[config.mk]
export PLATFORM = sky130hd
export DESIGN_NAME = adc_frame_seq
export DESIGN_NICKNAME = d
export VERILOG_FILES = /design/src/rtl/adc_frame_pkg.sv /design/src/rtl/adc_frame_ctrl.sv /design/src/rtl/adc_frame_dp.sv /design/src/rtl/adc_frame_seq.sv
export SDC_FILE = /design/constraint.sdc
export NUM_CORES = 1
export LEC_CHECK = 0
export ABC_AREA = 1
export BUFFER_PORTS_ARGS = -buffer_cell sky130_fd_sc_hd__buf_2
export CELL_PAD_IN_SITES_DETAIL_PLACEMENT = 1
export CELL_PAD_IN_SITES_GLOBAL_PLACEMENT = 2
export CORE_MARGIN = 8
export CORE_UTILIZATION = 36
export DETAILED_ROUTE_END_ITERATION = 8
export GPL_TIMING_DRIVEN = 0
export HOLD_SLACK_MARGIN = 0.15
export PLACE_DENSITY = 0.74
export SYNTH_ARGS = -nofsm -noshare
export SYNTH_HDL_FRONTEND = slang
export SYNTH_SLANG_ARGS = --single-unit
[constraint.sdc]
create_clock -name clk -period 1.95 [get_ports clk]
set_input_delay 0.39 -clock clk [delete_from_list [all_inputs] [get_ports clk]]
set_output_delay 0.39 -clock clk [all_outputs]
set_load 0.01 [all_outputs]
[src/rtl/adc_frame_pkg.sv]
`timescale 1ns/1ps
package adc_frame_pkg;

  // strobes passed from the frame control to the datapath
  typedef struct packed {
    logic riseTick;   // sclk rises at the next edge; sample miso now
    logic fallTick;   // sclk falls at the next edge; advance mosi
    logic loadCmd;    // frame boundary with a command taken
    logic capStart;   // first result bit of a frame is sampled now
  } seqStrobes_t;

  typedef enum logic [1:0] {
    ST_HOLD  = 2'd0,
    ST_FLUSH = 2'd1,
    ST_RUN   = 2'd2
  } seqState_t;

endpackage

[src/rtl/adc_frame_ctrl.sv]
`timescale 1ns/1ps
module adc_frame_ctrl
  import adc_frame_pkg::*;
#(
  parameter int HALF_DIV       = 4,
  parameter int HOLDOFF_CYCLES = 1000,
  parameter int FLUSH_CLKS     = 16,
  parameter int SHORT_FRAME    = 15,
  parameter int LONG_FRAME     = 16,
  parameter int CAP_SLOT       = 8
) (
  input  logic        clk,
  input  logic        rstN,
  input  logic        modeAligned,
  input  logic        cmdValid,
  output logic        csN,
  output logic        sclk,
  output logic        cmdReady,
  output seqStrobes_t strb
);

  localparam int PH_W    = $clog2(HALF_DIV + 1);
  localparam int HO_W    = $clog2(HOLDOFF_CYCLES + 1);
  localparam int MAX_LEN = (FLUSH_CLKS > LONG_FRAME) ?
                           ((FLUSH_CLKS > SHORT_FRAME) ? FLUSH_CLKS : SHORT_FRAME) :
                           ((LONG_FRAME > SHORT_FRAME) ? LONG_FRAME : SHORT_FRAME);
  localparam int SLOT_W  = $clog2(MAX_LEN + 1);

  seqState_t         state;
  logic [HO_W-1:0]   holdCnt;
  logic [PH_W-1:0]   phaseCnt;
  logic              sclkReg;
  logic [SLOT_W-1:0] slot;
  logic [SLOT_W-1:0] lastSlot;
  logic              frameActive;

  logic tick, riseTick, fallTick, atEnd, boundary;

  assign tick     = (state != ST_HOLD) && (phaseCnt == PH_W'(HALF_DIV - 1));
  assign riseTick = tick && !sclkReg;
  assign fallTick = tick && sclkReg;
  assign atEnd    = (slot == lastSlot);
  assign boundary = fallTick && atEnd;

  assign cmdReady      = boundary;
  assign strb.riseTick = riseTick;
  assign strb.fallTick = fallTick;
  assign strb.loadCmd  = boundary && cmdValid;
  assign strb.capStart = riseTick && (state == ST_RUN) && frameActive &&
                         (slot == SLOT_W'(CAP_SLOT));

  assign csN  = (state == ST_HOLD);
  assign sclk = sclkReg;

  always_ff @(posedge clk or negedge rstN) begin
    if (!rstN) begin
      state       <= ST_HOLD;
      holdCnt     <= '0;
      phaseCnt    <= '0;
      sclkReg     <= 1'b0;
      slot        <= '0;
      lastSlot    <= SLOT_W'(FLUSH_CLKS - 1);
      frameActive <= 1'b0;
    end else if (state == ST_HOLD) begin
      if (holdCnt == HO_W'(HOLDOFF_CYCLES - 1)) begin
        state <= ST_FLUSH;
      end else begin
        holdCnt <= holdCnt + 1'b1;
      end
    end else begin
      phaseCnt <= tick ? '0 : phaseCnt + 1'b1;
      if (tick) begin
        sclkReg <= ~sclkReg;
      end
      if (fallTick) begin
        if (atEnd) begin
          slot        <= '0;
          state       <= ST_RUN;
          lastSlot    <= modeAligned ? SLOT_W'(LONG_FRAME - 1) : SLOT_W'(SHORT_FRAME - 1);
          frameActive <= cmdValid;
        end else begin
          slot <= slot + 1'b1;
        end
      end
    end
  end

endmodule

[src/rtl/adc_frame_dp.sv]
`timescale 1ns/1ps
module adc_frame_dp
  import adc_frame_pkg::*;
#(
  parameter int CMD_W = 8,
  parameter int RES_W = 12
) (
  input  logic             clk,
  input  logic             rstN,
  input  seqStrobes_t      strb,
  input  logic [CMD_W-1:0] cmdByte,
  input  logic             miso,
  output logic             mosi,
  output logic             resValid,
  output logic [RES_W-1:0] resData,
  output logic [CMD_W-1:0] resCmd
);

  localparam int CNT_W = $clog2(RES_W + 1);
  localparam logic [CMD_W-1:0] START_MASK = {1'b1, {(CMD_W-1){1'b0}}};

  logic [CMD_W-1:0] txShift;
  logic [CMD_W-1:0] curCmd;
  logic [CMD_W-1:0] capCmd;
  logic [RES_W-1:0] capShift;
  logic [CNT_W-1:0] capCnt;
  logic [CMD_W-1:0] sentByte;

  assign sentByte = cmdByte | START_MASK;
  assign mosi     = txShift[CMD_W-1];

  // command shifter: loaded at a boundary, drains to zeros afterwards
  always_ff @(posedge clk or negedge rstN) begin
    if (!rstN) begin
      txShift <= '0;
      curCmd  <= '0;
    end else if (strb.fallTick) begin
      if (strb.loadCmd) begin
        txShift <= sentByte;
        curCmd  <= sentByte;
      end else begin
        txShift <= {txShift[CMD_W-2:0], 1'b0};
      end
    end
  end

  // result assembly, independent of the frame slot once started
  always_ff @(posedge clk or negedge rstN) begin
    if (!rstN) begin
      capShift <= '0;
      capCnt   <= '0;
      capCmd   <= '0;
      resValid <= 1'b0;
      resData  <= '0;
      resCmd   <= '0;
    end else begin
      resValid <= 1'b0;
      if (strb.riseTick) begin
        if (strb.capStart) begin
          capShift <= {capShift[RES_W-2:0], miso};
          capCnt   <= CNT_W'(1);
          capCmd   <= curCmd;
        end else if (capCnt != '0) begin
          capShift <= {capShift[RES_W-2:0], miso};
          if (capCnt == CNT_W'(RES_W - 1)) begin
            resValid <= 1'b1;
            resData  <= {capShift[RES_W-2:0], miso};
            resCmd   <= capCmd;
            capCnt   <= '0;
          end else begin
            capCnt <= capCnt + 1'b1;
          end
        end
      end
    end
  end

endmodule

[src/rtl/adc_frame_seq.sv]
`timescale 1ns/1ps
module adc_frame_seq
  import adc_frame_pkg::*;
#(
  parameter int CMD_W          = 8,
  parameter int RES_W          = 12,
  parameter int HALF_DIV       = 4,
  parameter int HOLDOFF_CYCLES = 1000,
  parameter int FLUSH_CLKS     = 16,
  parameter int SHORT_FRAME    = 15,
  parameter int LONG_FRAME     = 16
) (
  input  logic             clk,
  input  logic             rstN,
  input  logic             modeAligned,
  input  logic             cmdValid,
  input  logic [CMD_W-1:0] cmdByte,
  output logic             cmdReady,
  output logic             csN,
  output logic             sclk,
  output logic             mosi,
  input  logic             miso,
  output logic             resValid,
  output logic [RES_W-1:0] resData,
  output logic [CMD_W-1:0] resCmd
);

  seqStrobes_t strb;

  adc_frame_ctrl #(
    .HALF_DIV      (HALF_DIV),
    .HOLDOFF_CYCLES(HOLDOFF_CYCLES),
    .FLUSH_CLKS    (FLUSH_CLKS),
    .SHORT_FRAME   (SHORT_FRAME),
    .LONG_FRAME    (LONG_FRAME),
    .CAP_SLOT      (CMD_W)
  ) u_ctrl (
    .clk        (clk),
    .rstN       (rstN),
    .modeAligned(modeAligned),
    .cmdValid   (cmdValid),
    .csN        (csN),
    .sclk       (sclk),
    .cmdReady   (cmdReady),
    .strb       (strb)
  );

  adc_frame_dp #(
    .CMD_W(CMD_W),
    .RES_W(RES_W)
  ) u_dp (
    .clk     (clk),
    .rstN    (rstN),
    .strb    (strb),
    .cmdByte (cmdByte),
    .miso    (miso),
    .mosi    (mosi),
    .resValid(resValid),
    .resData (resData),
    .resCmd  (resCmd)
  );

endmodule

==> summary.md <==
| Metric | Value |
|---|---|
| Die width | `roughly 120 µm` |
| PwrDens | `664 nW/µm²` |
| Unique masters post-synth | `29` |
| # port buffers | `36` |
| Power consumption | `just under 3 mW` |
| Largest net degree at the start of global routing | `about 70` |
| Max incr delay on CP | `0.40 ns` |
| Clock root buffer | `clkbuf_8` |
| Sequential area share after synthesis | `54.9%` |
| Cell count after placement | `about 590` |
| Vias per inst | `between 4 and 5` |
| DR WL/cell | `approximately 13 µm` |
| Synth top area cells | `dfrtp_1 54%, nand2_1 14%, inv_1 4.7%` |
| Clk_lat worst skew | `between 0.3 and 0.4 ns` |
| Clk slew on worst S/H paths | `0.09 ns` |
| Final clock period utilization by the worst path | `between 90% and 100%` |
| Critical Path End Type | `output port` |
| HPWL after DPL | `approximately 5600 µm` |
| Non-Filler Instances | `between 600 and 700` |
| Highest clock rate | `around 0.54 GHz` |
| Setup_tns | `0 ns` |
| Vias in the first global route | `between 2000 and 3000` |
| Count leader, synth | `nand2_1` |
| Primary FF master, synth | `dfrtp_1` |
| Fin crit period | `between 1.5 and 2 ns` |
| DIE AREA | `14100 µm²` |
| Cells after synthesis | `between 400 and 500` |
| Post-route antenna net violation count | `0` |
| Crit path kind | `flip-flop to output port` |
| RD Place Congestion | `approximately 0.76` |
| Proportion of layout cells with a drive suffix above 1 | `between 20% and 30%` |
| Area share of the largest cell type after synthesis | `54.2%` |
| Mapped cell area | `around 3800 µm²` |
| FFs w/ async S/R, synth | `100%` |
| Worst min-delay path class | `input port to flip-flop` |
| Worst vdd ir | `around 0.26 mV` |
| Endpoints failing hold | `0` |
| Final Skew | `about 0.011 ns` |
| Antenna cells | `0` |
| Area leader, netlist | `dfrtp_1` |
| Final net count | `491` |
| Post-synth EDFFs | `0` |
| Number of setup violations in the final report | `0` |
| Yosys reg bits | `83` |
| Slew headroom | `about three quarters` |
| Total global-route track usage | `12.0%` |
| RSZ-0062 raised after global routing | `no` |
| Number of buffers on the longest clock path | `2` |
| Std-Cell Rows | `37` |
| Routed wire length | `between 7000 and 8000 µm` |
| CORE AREA | `10300 µm²` |
| CTS H-Tree Depth | `3` |
| Critical Path Source Type | `flip-flop` |
| TritonCTS clock tree | `yes` |
| First-pass GRT wire length | `between 10000 and 15000 µm` |
| Final hold slack | `between 0.2 and 0.3 ns` |
| FILL cells | `around 1200` |
| Yosys warnings | `0` |
| Die Span Y | `around 120 µm` |
| Crit-path cells | `inv_1, nand2_1, nor2_1, nand2_1, nor2_4, buf_2` |
| Worst EP arrival | `around 1.4 ns` |
| CP max stage cell | `dfrtp_1` |
| Layout Utilization | `about 43%` |
| Worst-Margin Slew | `0.352 ns` |
| Drt first-iter violations | `110` |
| Vias after detailed routing | `about 2800` |
| Max-Cap Viols | `0` |
| Antenna violations before repair | `0` |
| I/O pin cnt | `38` |
| Most numerous cell on the critical path | `nand2_1` |
| Detailed Routing Iterations Pass 1 | `4` |
| Final Slew Violations | `0` |
| Status | `finished clean` |
| Syn_area_per_cell | `between 9 and 10 µm²` |
| Leak | `approximately 2.2 nW` |
| Sinks on Clock Net | `83` |
| Overflow after GRT | `0` |
| Post-route DRC | `0` |
| P&R area growth vs syn | `15.8%` |
| Crit Path Max Fanout | `3` |
| Critical Path RT | `approximately 1.6 ns` |
| CTS Buf Count | `9` |
| Synth cell count leaders | `138 x nand2_1, 82 x dfrtp_1, 47 x inv_1, 24 x nand3_1, 22 x o21ai_1` |
| Post-Synthesis Net Count | `approximately 440` |
| Initial core utilization | `a little under two fifths` |
[flip-flops by register name, indices dropped and copies added (netlist names), 5 cells and up]
signal	flops
u_ctrl.slot	5
u_dp.txShift	8
u_dp.curCmd	8
u_ctrl.holdCnt	10
u_dp.resCmd	8
u_dp.capCmd	8
u_dp.capShift	11
u_dp.resData	12
[worst max-delay path: cells and delay by family, from the launching register on]
family,cells,cell delay [ns]
flip-flops,1,0.40
buffers and inverters,2,0.21
AND/OR/NAND/NOR,4,0.47
[metrics by stage]
stage,instance area [µm²],setup slack (ns)
5_1_grt,4380,0.00273
2_1_floorplan,3780,0.482
4_1_cts,4380,0.0593
3_3_place_gp,4140,-0.269
3_5_place_dp,4170,0.164
6_report,4380,0.115
[metal layers]
layer	track usage, %	part of all wire (%)
met5	0	0
met4	6.17	2.1
met3	2.81	3.4
met2	18.9	47
met1	15.1	47
[cells in the final DEF, fill, tap and decap left out, types with 4 or more instances in the layout]
cell and instances:
nand2_1 138, dfrtp_1 82, inv_1 46, buf_2 39, nand3_1 24, o21ai_1 22
o21ai_0 19, o21ai_2 13, nor2_1 12, clkbuf_8 9, inv_2 7, nor3_1 7
buf_6 6, ha_1 5, nand2_4 4, a21oi_1 4, buf_4 4
[worst paths after layout]
kind	to	cells past startpoint	start	slack (ns)
max	cmdReady	6	u_ctrl.slot[4]$_DFFE_PN0P_	0.12
min	u_ctrl.lastSlot[0]$_DFFE_PN1P_	3	modeAligned	0.26
max reg2reg	u_dp.resData[10]$_DFFE_PN0P_	10	u_ctrl.phaseCnt[0]$_DFFE_PN0P_	0.23
min reg2reg	u_dp.curCmd[7]$_DFFE_PN0P_	1	u_dp.curCmd[7]$_DFFE_PN0P_	0.48
max in group asynchronous	u_ctrl.lastSlot[0]$_DFFE_PN1P_	3	rstN	0.87
min in group asynchronous	u_dp.resCmd[3]$_DFFE_PN0P_	2	rstN	0.43
[kinds of logic after synthesis]
group	share of synthesized area, %
buffers and inverters	7.70
AND/OR/NAND/NOR	24.9
adder cells (fa/ha/maj)	1.98
XOR/XNOR	1.16
flip-flops	54.9
AO/OA/AOI/OAI	9.36
[layout make-up]
cell class,count,area [µm²],area share (%)
plain buffers,10,87.6,2.00
clock buffers,9,124,2.83
clock inverters,7,53.8,1.23
inverters,54,204,4.65
multi-input cells,273,1420,32.5
flip-flops and latches,83,2080,47.4
well taps,136,170,3.88
repair buffers,41,243,5.54
[power breakdown]
| part | internal, mW | switching (mW) | total, mW |
|---|---|---|---|
| clock network | 0.468 | 0.669 | 1.14 |
| logic | 0.0155 | 0.0393 | 0.0549 |
| registers | 1.72 | 0 | 1.72 |
[what timing repair did]
item / in CTS / in global routing
cloned: 0 / 0
hold buffers: 1 / 0
pin swaps: 3 / 0
hold endpoints to repair: 15 / 0
endpoints found under the setup margin: 1 / 7
buffers inserted: 3 / 0
resized for setup: 0 / 3
Note: power is estimated with default switching activity, not from simulation.
